<file path="src/rtl/cantt_pkg.sv">
package cantt_pkg;
  localparam int CNT_W    = 16;
  localparam int ADDR_W   = 3;
  localparam int NUM_REG  = 1 << ADDR_W;
  localparam int SEL_W    = 3;
  localparam int MAX_SHIFT = (1 << SEL_W) - 2;
  localparam int PSC_W    = MAX_SHIFT;
  localparam int NUM_CMP  = 3;
  localparam int NUM_FLAG = NUM_CMP + 1;

  localparam int ADDR_CTRL = 0;
  localparam int ADDR_STAT = 1;
  localparam int ADDR_CNT  = 2;
  localparam int ADDR_CMP0 = 3;
  localparam int ADDR_OFF  = 6;
  localparam int ADDR_CYC  = 7;

  localparam int RUN_BIT  = 0;
  localparam int SEL_LSB  = 1;
  localparam int CLR_BIT  = 4;
  localparam int EN_LSB   = 8;
  localparam logic [SEL_W-1:0] SEL_BITTICK = '1;
  localparam logic [CNT_W-1:0] CTRL_MASK   = 16'h0F1F;

  localparam int FLG_LOC = 0;
  localparam int FLG_OVF = NUM_CMP;

  typedef struct packed {
    logic                tick;
    logic                cntLoad;
    logic [NUM_CMP-1:0]  cmpLoad;
    logic [NUM_FLAG-1:0] flagClr;
  } strobe_t;
endpackage

</file>
<file path="src/rtl/cantt_ctrl.sv">
module cantt_ctrl
  import cantt_pkg::*;
(
  input  logic              clk,
  input  logic              rstN,
  input  logic              regWe,
  input  logic [ADDR_W-1:0] regAddr,
  input  logic [CNT_W-1:0]  regWdata,
  input  logic              bitTick,
  output logic [CNT_W-1:0]  ctrlReg,
  output strobe_t           strb
);
  logic [NUM_REG-1:0] wrSel;
  logic [SEL_W-1:0]   sel;
  logic               run;
  logic               useBit;
  logic [PSC_W-1:0]   pscCnt;
  logic [PSC_W-1:0]   divLast;
  logic               pscHit;

  for (genvar g = 0; g < NUM_REG; g++) begin : g_dec
    assign wrSel[g] = regWe && (regAddr == ADDR_W'(g));
  end

  always_ff @(posedge clk or negedge rstN) begin
    if (!rstN)                 ctrlReg <= '0;
    else if (wrSel[ADDR_CTRL]) ctrlReg <= regWdata & CTRL_MASK;
  end

  assign sel     = ctrlReg[SEL_LSB +: SEL_W];
  assign run     = ctrlReg[RUN_BIT];
  assign useBit  = (sel == SEL_BITTICK);
  assign divLast = (PSC_W'(1) << sel) - PSC_W'(1);
  assign pscHit  = (pscCnt >= divLast);

  always_ff @(posedge clk or negedge rstN) begin
    if (!rstN)                pscCnt <= '0;
    else if (wrSel[ADDR_CNT]) pscCnt <= '0;
    else if (run && !useBit)  pscCnt <= pscHit ? '0 : pscCnt + PSC_W'(1);
  end

  always_comb begin
    strb.tick    = run && (useBit ? bitTick : pscHit);
    strb.cntLoad = wrSel[ADDR_CNT];
    strb.cmpLoad = wrSel[ADDR_CMP0 +: NUM_CMP];
    strb.flagClr = wrSel[ADDR_STAT] ? regWdata[NUM_FLAG-1:0] : '0;
  end
endmodule

</file>
<file path="src/rtl/cantt_dpath.sv">
module cantt_dpath
  import cantt_pkg::*;
(
  input  logic                clk,
  input  logic                rstN,
  input  strobe_t             strb,
  input  logic [CNT_W-1:0]    regWdata,
  input  logic [ADDR_W-1:0]   regAddr,
  input  logic                refStrobe,
  input  logic [CNT_W-1:0]    ctrlReg,
  output logic [CNT_W-1:0]    count,
  output logic [CNT_W-1:0]    offset,
  output logic [CNT_W-1:0]    cmpLocal,
  output logic [NUM_FLAG-1:0] flags,
  output logic [CNT_W-1:0]    regRdata,
  output logic                irq
);
  logic [CNT_W-1:0]    cmpReg [NUM_CMP];
  logic [CNT_W-1:0]    nextCnt;
  logic [CNT_W-1:0]    nextCyc;
  logic                clearNow;
  logic                advance;
  logic [NUM_FLAG-1:0] setVec;

  assign clearNow = ctrlReg[CLR_BIT] && (count == cmpReg[0]);
  assign nextCnt  = clearNow ? '0 : count + CNT_W'(1);
  assign nextCyc  = nextCnt - offset;
  assign advance  = strb.tick && !strb.cntLoad;

  always_ff @(posedge clk or negedge rstN) begin
    if (!rstN)             count <= '0;
    else if (strb.cntLoad) count <= regWdata;
    else if (strb.tick)    count <= nextCnt;
  end

  always_ff @(posedge clk or negedge rstN) begin
    if (!rstN)          offset <= '0;
    else if (refStrobe) offset <= count;
  end

  for (genvar g = 0; g < NUM_CMP; g++) begin : g_cmp
    always_ff @(posedge clk or negedge rstN) begin
      if (!rstN)                cmpReg[g] <= '0;
      else if (strb.cmpLoad[g]) cmpReg[g] <= regWdata;
    end
    if (g == FLG_LOC) begin : g_loc
      assign setVec[g] = advance && (nextCnt == cmpReg[g]);
    end else begin : g_cyc
      assign setVec[g] = advance && (nextCyc == cmpReg[g]);
    end
  end

  assign setVec[FLG_OVF] = advance && !clearNow && (count == '1);

  always_ff @(posedge clk or negedge rstN) begin
    if (!rstN) flags <= '0;
    else       flags <= (flags & ~strb.flagClr) | setVec;
  end

  assign cmpLocal = cmpReg[0];
  assign irq      = |(flags & ctrlReg[EN_LSB +: NUM_FLAG]);

  always_comb begin
    case (int'(regAddr))
      ADDR_CTRL: regRdata = ctrlReg;
      ADDR_STAT: regRdata = CNT_W'(flags);
      ADDR_CNT:  regRdata = count;
      ADDR_OFF:  regRdata = offset;
      ADDR_CYC:  regRdata = count - offset;
      default:   regRdata = cmpReg[int'(regAddr) - ADDR_CMP0];
    endcase
  end
endmodule

</file>
<file path="src/rtl/cantt_timer.sv">
module cantt_timer
  import cantt_pkg::*;
(
  input  logic              clk,
  input  logic              rstN,
  input  logic              regWe,
  input  logic [ADDR_W-1:0] regAddr,
  input  logic [CNT_W-1:0]  regWdata,
  output logic [CNT_W-1:0]  regRdata,
  input  logic              bitTick,
  input  logic              refStrobe,
  output logic              irq
);
  strobe_t             strb;
  logic [CNT_W-1:0]    ctrlReg;
  logic [CNT_W-1:0]    count;
  logic [CNT_W-1:0]    offset;
  logic [CNT_W-1:0]    cmpLocal;
  logic [NUM_FLAG-1:0] flags;

  cantt_ctrl u_ctrl (
    .clk(clk), .rstN(rstN), .regWe(regWe), .regAddr(regAddr),
    .regWdata(regWdata), .bitTick(bitTick), .ctrlReg(ctrlReg), .strb(strb)
  );

  cantt_dpath u_dpath (
    .clk(clk), .rstN(rstN), .strb(strb), .regWdata(regWdata),
    .regAddr(regAddr), .refStrobe(refStrobe), .ctrlReg(ctrlReg),
    .count(count), .offset(offset), .cmpLocal(cmpLocal), .flags(flags),
    .regRdata(regRdata), .irq(irq)
  );
endmodule

</file>
<file path="config.mk">
export PLATFORM = sky130hd
export DESIGN_NAME = cantt_timer
export DESIGN_NICKNAME = d
export VERILOG_FILES = /design/src/rtl/cantt_pkg.sv /design/src/rtl/cantt_ctrl.sv /design/src/rtl/cantt_dpath.sv /design/src/rtl/cantt_timer.sv
export SDC_FILE = /design/constraint.sdc
export NUM_CORES = 1
export LEC_CHECK = 0
export BUFFER_PORTS_ARGS = -buffer_cell sky130_fd_sc_hd__buf_2
export CAP_MARGIN = 20
export CORE_ASPECT_RATIO = 0.9
export CORE_MARGIN = 2
export CORE_UTILIZATION = 60
export CTS_BUF_LIST = sky130_fd_sc_hd__clkbuf_4
export DETAILED_ROUTE_END_ITERATION = 7
export GPL_TIMING_DRIVEN = 0
export HOLD_SLACK_MARGIN = 0.08
export PLACE_DENSITY = 0.84
export SLEW_MARGIN = 10
export SYNTH_ARGS = -nofsm -noshare
export SYNTH_HDL_FRONTEND = slang
export SYNTH_SLANG_ARGS = --single-unit
</file>
<file path="constraint.sdc">
create_clock -name clk -period 7.9 [get_ports clk]
set_input_delay 1.58 -clock clk [delete_from_list [all_inputs] [get_ports clk]]
set_output_delay 1.58 -clock clk [all_outputs]
set_load 0.02 [all_outputs]
</file>
==> summary.txt, run 1 <==
Pwr
  – PD cells: 449 nW/um^2
  – Comb pwr share: 71.5%
  – Pint: 1.96 mW
  – Sw Ratio: 50.3%
  – Clock Power Share: 7.7%
  – Maximum VDD drop: 0.387 mV
  – Pwr Total: 3.95 mW
  – Leak: 3.76 nW
  – Seq pwr share: 20.8%
  – Switching pwr: 1.99 mW

Floorplan
  – Number of primary I/O pins: 41
  – Die area: 14700 sq um
  – Chip width: 127 microns
  – Core ar.: 13400 sq um
  – Initial Utilization: 61.5%
  – Die H: 115 microns
  – Std cell rows: 40

Timing
  – RSZ-0062 raised after global routing: no
  – Final setup violation count: 0
  – Worst Tran Pin Value: 0.771 ns
  – Fin crit period: 6.40 ns
  – Skew final: 0.0179 ns
  – Hold Worst Slack: 0.557 ns
  – Final WS setup: 1.50 ns
  – Setup TNS: 0 ns
  – Slew headroom: 48.6%
  – Fmax: 156 MHz
  – Pins over their slew limit: 0
  – Hold Fails Final Rpt: 0
  – Tcrit/Tclk final: 81.0%

Setup path
  – Crit path cell chain: buf_2 > clkbuf_1 > inv_2 > ha_1 > clkbuf_1 > clkbuf_1 > mux2_2 > a221oi_1 > a21oi_1 > buf_2
  – Critical path endpoint category: primary output
  – Crit-path max FO: 11
  – Setup CP Type: in2out
  – CP bufs+invs: 6
  – Largest delay share family, worst path: buffers and inverters
  – Cell mode on critical path: clkbuf_1
  – Max incr delay on CP: 0.61 ns
  – CP max-delay cell: clkbuf_1
  – Critical Path AT: 4.82 ns
  – Startpoint class of the critical path: input pin
  – WP data required: 6.32 ns

Clock network
  – CTS root buffer: clkbuf_4
  – Hold-fix buffers, CTS: 0
  – Num CTS Buffers: 9
  – Clock Pin Slew Worst Setup and Hold Paths: 0.14 ns
  – Sink Count: 99
  – Max H-tree Level: 3
  – CTS max path bufs: 2
  – Clk Latency, worst-skew pair: 0.50 ns
  – Post-CTS sizing: 0
  – CTS tree: built
  – Setup Buffers After CTS: 0

Synth
  – Syn Inst Count: 938
  – Asr flop ratio synth: 100%
  – Synthesis Warnings: 0
  – Syn avg cell area: 8.76 sq um
  – Sequential area share after synthesis: 30.1%
  – Number of flops mapped to enable cells by yosys: 0
  – #FFs+latches synth: 99
  – Unique masters post-synth: 75
  – Synthesized area: 8220 sq um
  – Post-Syn Nets: 1011
  – Post-synth top flop: dfrtp_1

Routing
  – Via count: 7635
  – Final wirelength: 25200 microns
  – # DRC: 0
  – Final ANT Viol Nets: 0
  – Routed wire per std cell: 21.7 microns
  – Vias/cell: 6.57
  – Drt pass-1 iters: 6
  – DR iter-0 viols: 1039

Finish
  – Fill cell count: 1155
  – Most frequent cells in the layout: dfrtp_1 (99), nor2_1 (84), a21oi_1 (80)
  – P&R area growth vs syn: 7.12%
  – Share of cells above drive strength 1: 16.8%
  – Final Core Density: 65.9%
  – Most common cell after layout, fill and taps aside: dfrtp_1
  – Post-Layout Inst Area: 8810 sq um
  – Final #Nets: 1062
  – Layout Cells excl Fill: 1162
  – Antenna cell count: 0

Placement
  – I/O Buffers: 39
  – Cell Area, Placed: 8660 sq um
  – Placed Cells: 1146
  – Hpwl dp: 20200 microns
  – Place WS: 1.60 ns
  – Routability cong.: 1.05

Global routing
  – GRT overflow: 0
  – Pin count of the biggest net entering global routing: 51
  – Tot GR Track Use: 35.5%
  – Initial antenna violation count: 0
  – First-pass GRT wire length: 39500 microns
  – Vias in the first global route: 7068

Run status
  – Status: completed

Min path
  – Worst hold path class: reg2reg

Flow run
  – Max-Cap Viols: 0
cell type report:
type,count,area [sq um],share of cell area (%)
Multi-Input combinational cell,749,5380,61.1
Sequential cell,99,2480,28.1
Buffer,56,239,2.71
Timing Repair Buffer,40,225,2.56
Tap cell,168,210,2.39
Inverter,34,128,1.45
Clock inverter,7,82.6,0.938
Clock buffer,9,67.6,0.767
power groups by stage:
stage | registers (mW) | clock network, mW | logic, mW
3_3_place_gp | 0.817 | 0 | 2.69
3_5_place_dp | 0.823 | 0 | 2.75
5_1_grt | 0.837 | 0.322 | 3.10
2_1_floorplan | 0.761 | 0 | 2.17
6_report | 0.822 | 0.304 | 2.83
4_1_cts | 0.812 | 0.306 | 2.77
registers in the layout, summed over array words and instances (netlist names):
register and cells:
u_dpath.cmpReg 32, u_dpath.count 16, u_ctrl.ctrlReg 9, u_dpath.flags 4
u_dpath.cmpLocal 16, u_dpath.offset 16, u_ctrl.pscCnt 6
worst register-to-register path: stages, from the launching register on:
cell	delay, ns
dfrtp_1	0.38
buf_2	0.18
xnor2_1	0.28
nand4_1	0.17
nor3_1	0.50
and2_4	0.24
buf_6	0.13
clkbuf_1	0.44
buf_1	0.44
nor2_1	0.12
ha_1	0.28
buf_2	0.20
a21o_1	0.18
nand2_1	0.10
a31oi_1	0.27
nand3_1	0.13
mux2_2	0.28
a2111oi_0	0.53
nand4_1	0.23
o31ai_1	0.28
synth_stat cells (10+ instances only):
cell type	number	area (sq um)
dfrtp_1	99	2480
nor2_1	84	315
a21oi_1	80	400
mux2_2	76	856
nand2_1	64	240
xnor2_1	59	517
ha_1	47	588
o21ai_0	45	225
clkbuf_1	33	124
inv_1	33	124
nor3_1	31	155
nand3_1	28	140
xor2_1	24	210
buf_2	16	80.1
nand4_1	16	100
mux2i_1	14	140
a221oi_1	12	105
a22oi_1	12	90.1
a21o_1	10	75.1
a31oi_1	10	62.6
worst paths after layout:
check,from,end,slack [ns],cells past startpoint
worst max register to register,u_dpath.count[15]$_DFFE_PN0P_,u_dpath.flags[2]$_DFF_PN0_,2.46,19
worst min register to register,u_ctrl.pscCnt[3]$_DFFE_PN0P_,u_ctrl.pscCnt[3]$_DFFE_PN0P_,0.56,1
min in group asynchronous,rstN,u_dpath.cmpReg[3]$_DFFE_PN0P_,1.09,1
max in group asynchronous,rstN,u_dpath.offset[12]$_DFFE_PN0P_,6.10,2
worst min-delay path,u_ctrl.pscCnt[3]$_DFFE_PN0P_,u_ctrl.pscCnt[3]$_DFFE_PN0P_,0.56,1
worst max-delay path,regAddr[0],regRdata[9],1.50,10
layer usage:
layer  wire (microns)  GRT usage (%)  up-vias
met4              622           9.01        0
met3             2660           8.70       55
met2            11200           54.8      393
met5                0              0        -
li1                 -              -     3533
met1            10800           50.5     3654
kinds of logic after synthesis:
kind of cell	Yosys count	share of synthesized area, %
buf+inv	90	4.46
fa+ha+maj	49	7.64
mux	90	12.1
simple gates	286	17.2
compound gates	237	18.5
xor+xnor	87	9.86
flops	99	30.1
Note: power is estimated with default switching activity, not from simulation.
==> run 2: changes to the inputs <==
--- a/config.mk
+++ b/config.mk
@@ -5,6 +5,7 @@
 export SDC_FILE = /design/constraint.sdc
 export NUM_CORES = 1
 export LEC_CHECK = 0
+export ABC_AREA = 1
 export BUFFER_PORTS_ARGS = -buffer_cell sky130_fd_sc_hd__buf_2
 export CAP_MARGIN = 20
 export CORE_ASPECT_RATIO = 0.9
==> constraint.sdc (replaced) <==
create_clock -name clk -period 6.1 [get_ports clk]
set_input_delay 1.22 -clock clk [delete_from_list [all_inputs] [get_ports clk]]
set_output_delay 1.22 -clock clk [all_outputs]
set_load 0.02 [all_outputs]
==> summary.txt, run 2 <==
Clock network
  – Clk Latency, worst-skew pair: 0.53 ns (+0.03 ns)
  – Num CTS Buffers: 9 (unchanged)
  – Hold-fix buffers, CTS: 0 (unchanged)
  – Max H-tree Level: 3 (unchanged)
  – CTS root buffer: clkbuf_4
  – Sink Count: 99 (unchanged)
  – Setup Buffers After CTS: 0 (unchanged)
  – CTS tree: built
  – Post-CTS sizing: 0 (unchanged)
  – CTS max path bufs: 2 (unchanged)
  – Clock Pin Slew Worst Setup and Hold Paths: 0.14 ns (about the same)

Synth
  – Syn Inst Count: 1310 (+40%)
  – Number of flops mapped to enable cells by yosys: 0 (unchanged)
  – Syn avg cell area: 6.43 sq um (-27%)
  – Synthesized area: 8430 sq um (+2.5%)
  – Yosys top cell by area: dfrtp_1
  – Commonest cells in the netlist: nand2_1 (431), inv_1 (163), o21ai_0 (119), nand3_1 (111), dfrtp_1 (99)
  – Asr flop ratio synth: 100% (unchanged)
  – Top cells by area, synth: dfrtp_1 (29%), nand2_1 (19%), inv_1 (7.3%)
  – Post-synth top flop: dfrtp_1
  – Top-count cell post-synth: nand2_1
  – #FFs+latches synth: 99 (unchanged)
  – Unique masters post-synth: 40 (-47%)
  – Synthesis Warnings: 0 (unchanged)
  – Sequential area share after synthesis: 29.4% (-0.75 points)
  – Area fraction of the dominant cell type after synthesis: 29.4% (-0.75 points)
  – Post-Syn Nets: 1383 (+37%)

Global routing
  – Tot GR Track Use: 38.4% (+3.0 points)
  – Vias in the first global route: 8253 (+17%)
  – Pin count of the biggest net entering global routing: 75 (+47%)
  – GRT overflow: 0 (unchanged)
  – Initial antenna violation count: 1 (+1)
  – First-pass GRT wire length: 43300 microns (+9.7%)

Floorplan
  – Std cell rows: 41 (+2.5%)
  – Initial Utilization: 60.9% (-0.66 points)
  – Number of primary I/O pins: 41 (unchanged)
  – Die H: 116 microns (+1.2%)
  – Core ar.: 13900 sq um (+3.7%)
  – Chip width: 129 microns (+1.2%)
  – Die area: 15000 sq um (+2.5%)

Timing
  – Hold Fails Final Rpt: 0 (unchanged)
  – RSZ-0062 raised after global routing: no
  – Fmax: 189 MHz
  – Slew headroom: 54.2% (+5.6 points)
  – Skew final: 0.0358 ns (+0.0180 ns)
  – Pins over their slew limit: 0 (unchanged)
  – Final setup violation count: 0 (unchanged)
  – Hold Worst Slack: 0.534 ns (-0.0234 ns)
  – Fin crit period: 5.29 ns
  – Tcrit/Tclk final: 86.6%
  – Setup TNS: 0 ns (unchanged)
  – Worst Tran Pin Value: 0.684 ns (-0.0871 ns)

Setup path
  – WP data required: 4.88 ns (-1.44 ns)
  – Critical Path AT: 4.07 ns (-0.75 ns)
  – Startpoint class of the critical path: input pin
  – Crit-path max FO: 10 (-1)
  – Setup CP Type: in2out
  – Crit path cell chain: buf_2 > clkbuf_1 > inv_1 > ha_1 > inv_1 > nor2_1 > clkinv_1 > o22ai_1 > a211oi_1 > a21oi_1 > buf_2
  – Max incr delay on CP: 0.53 ns (-0.08 ns)
  – CP max-delay cell: nor2_1
  – Critical path endpoint category: primary output

Finish
  – Final Core Density: 65.0% (-0.93 points)
  – Final #Nets: 1435 (+35%)
  – Post-Layout Inst Area: 9000 sq um (+2.2%)
  – Max reg flops: 32 (unchanged)
  – Most frequent cells in the layout: nand2_1 (431), inv_1 (163), o21ai_0 (119)
  – P&R area growth vs syn: 6.75%
  – Share of cells above drive strength 1: 7.39% (-9.4 points)
  – FF+latch area: 2480 sq um (unchanged)
  – Multi-input gate area: 5100 sq um (-5.2%)
  – Reg with most FFs: u_dpath.cmpReg
  – Most common cell after layout, fill and taps aside: nand2_1
  – Fill cell count: 1293 (+12%)

Routing
  – Final ANT Viol Nets: 0 (unchanged)
  – Vias/cell: 5.98 (-9.0%)
  – Drt pass-1 iters: 6 (unchanged)
  – Routed wire per std cell: 18.5 microns (-15%)
  – # DRC: 0 (unchanged)
  – Final wirelength: 28500 microns (+13%)
  – Via count: 9206 (+21%)
  – DR iter-0 viols: 1129 (+8.7%)

Min path
  – Worst hold path class: reg2reg

Pwr
  – PD cells: 522 nW/um^2 (+16%)
  – Maximum VDD drop: 0.173 mV (-55%)
  – Leak: 4.80 nW (+28%)
  – Pwr Total: 4.70 mW (+19%)

Placement
  – Cell Area, Placed: 8880 sq um (+2.6%)
  – Hpwl dp: 22700 microns (+13%)
  – I/O Buffers: 40 (+2.6%)
  – Routability cong.: 1.07 (+2.0%)

Flow run
  – Max-Cap Viols: 0 (unchanged)

Run status
  – Status: completed
## run 2: cell count changes after synthesis, sizes merged, moves of 21 or more
cell	change
nand2	+371
nor3	-25
o21ai	+72
inv	+142
mux2	-76
a21oi	-21
xnor2	-57
nand3	+86
## run 2: final timing paths
| check | startpoint | to | cells past startpoint | slack [ns] |
|---|---|---|---|---|
| worst max-delay path | regAddr[0] | regRdata[8] | 11 | 0.81 |
| worst min-delay path | u_dpath.cmpReg[14]$_DFFE_PN0P_ | u_dpath.cmpReg[14]$_DFFE_PN0P_ | 2 | 0.53 |
| worst max register to register | u_dpath.count[1]$_DFFE_PN0P_ | u_dpath.flags[2]$_DFF_PN0_ | 22 | 2.33 |
| worst min register to register | u_dpath.cmpReg[14]$_DFFE_PN0P_ | u_dpath.cmpReg[14]$_DFFE_PN0P_ | 2 | 0.53 |
| max in group asynchronous | rstN | u_dpath.cmpLocal[9]$_DFFE_PN0P_ | 2 | 4.91 |
| min in group asynchronous | rstN | u_dpath.cmpReg[31]$_DFFE_PN0P_ | 1 | 0.55 |
## run 2: logic make-up after synthesis
family,count (synthesis),share of synthesized area [%]
buffers and inverters,215,10.1
adders and majority gates,49,7.45
xor gates and xnor gates,28,2.91
AOI/OAI and AO/OA,231,15.7
DFF,99,29.4
and+or+nand+nor,688,34.4
## run 2: critical path: cells and delay by family
family,cells,cell delay (ns)
AOI/OAI and AO/OA,3,0.64
adders and majority gates,1,0.28
buffers and inverters,6,1.40
and+or+nand+nor,1,0.53
## run 2: area by class of cell
type                    instances  share of cell area, %
clock inverters                 6                  0.473
multi-input cells             996                   56.6
plain buffers                  35                   1.99
flip-flops and latches         99                   27.5
clock buffers                  10                  0.834
inverters                     180                   7.51
repair buffers                 41                   2.60
diodes                          1                 0.0278
well taps                     172                   2.39
## run 2: layer usage
metal / global-route usage [%] / up-vias / wire (microns)
met1: 52.0 / 4256 / 11800
met5: 0.327 / - / 0
met4: 16.9 / 0 / 1110
met3: 10.8 / 73 / 3330
li1: - / 4384 / -
met2: 57.8 / 493 / 12300
## run 2: report_power, final
group	internal (mW)	switching (mW)	total, mW
registers	0.820	0.182	1.00
clock network	0.0883	0.250	0.338
logic	1.13	2.23	3.36
total	2.04	2.66	4.70
## run 2: metrics by stage
stage / std cells / worst slack [ns]
4_1_cts: 1539 / 0.965
5_1_grt: 1540 / 0.660
3_5_place_dp: 1523 / 0.961
3_3_place_gp: 1522 / 1.01
2_1_floorplan: 1310 / 1.88
6_report: 1540 / 0.815
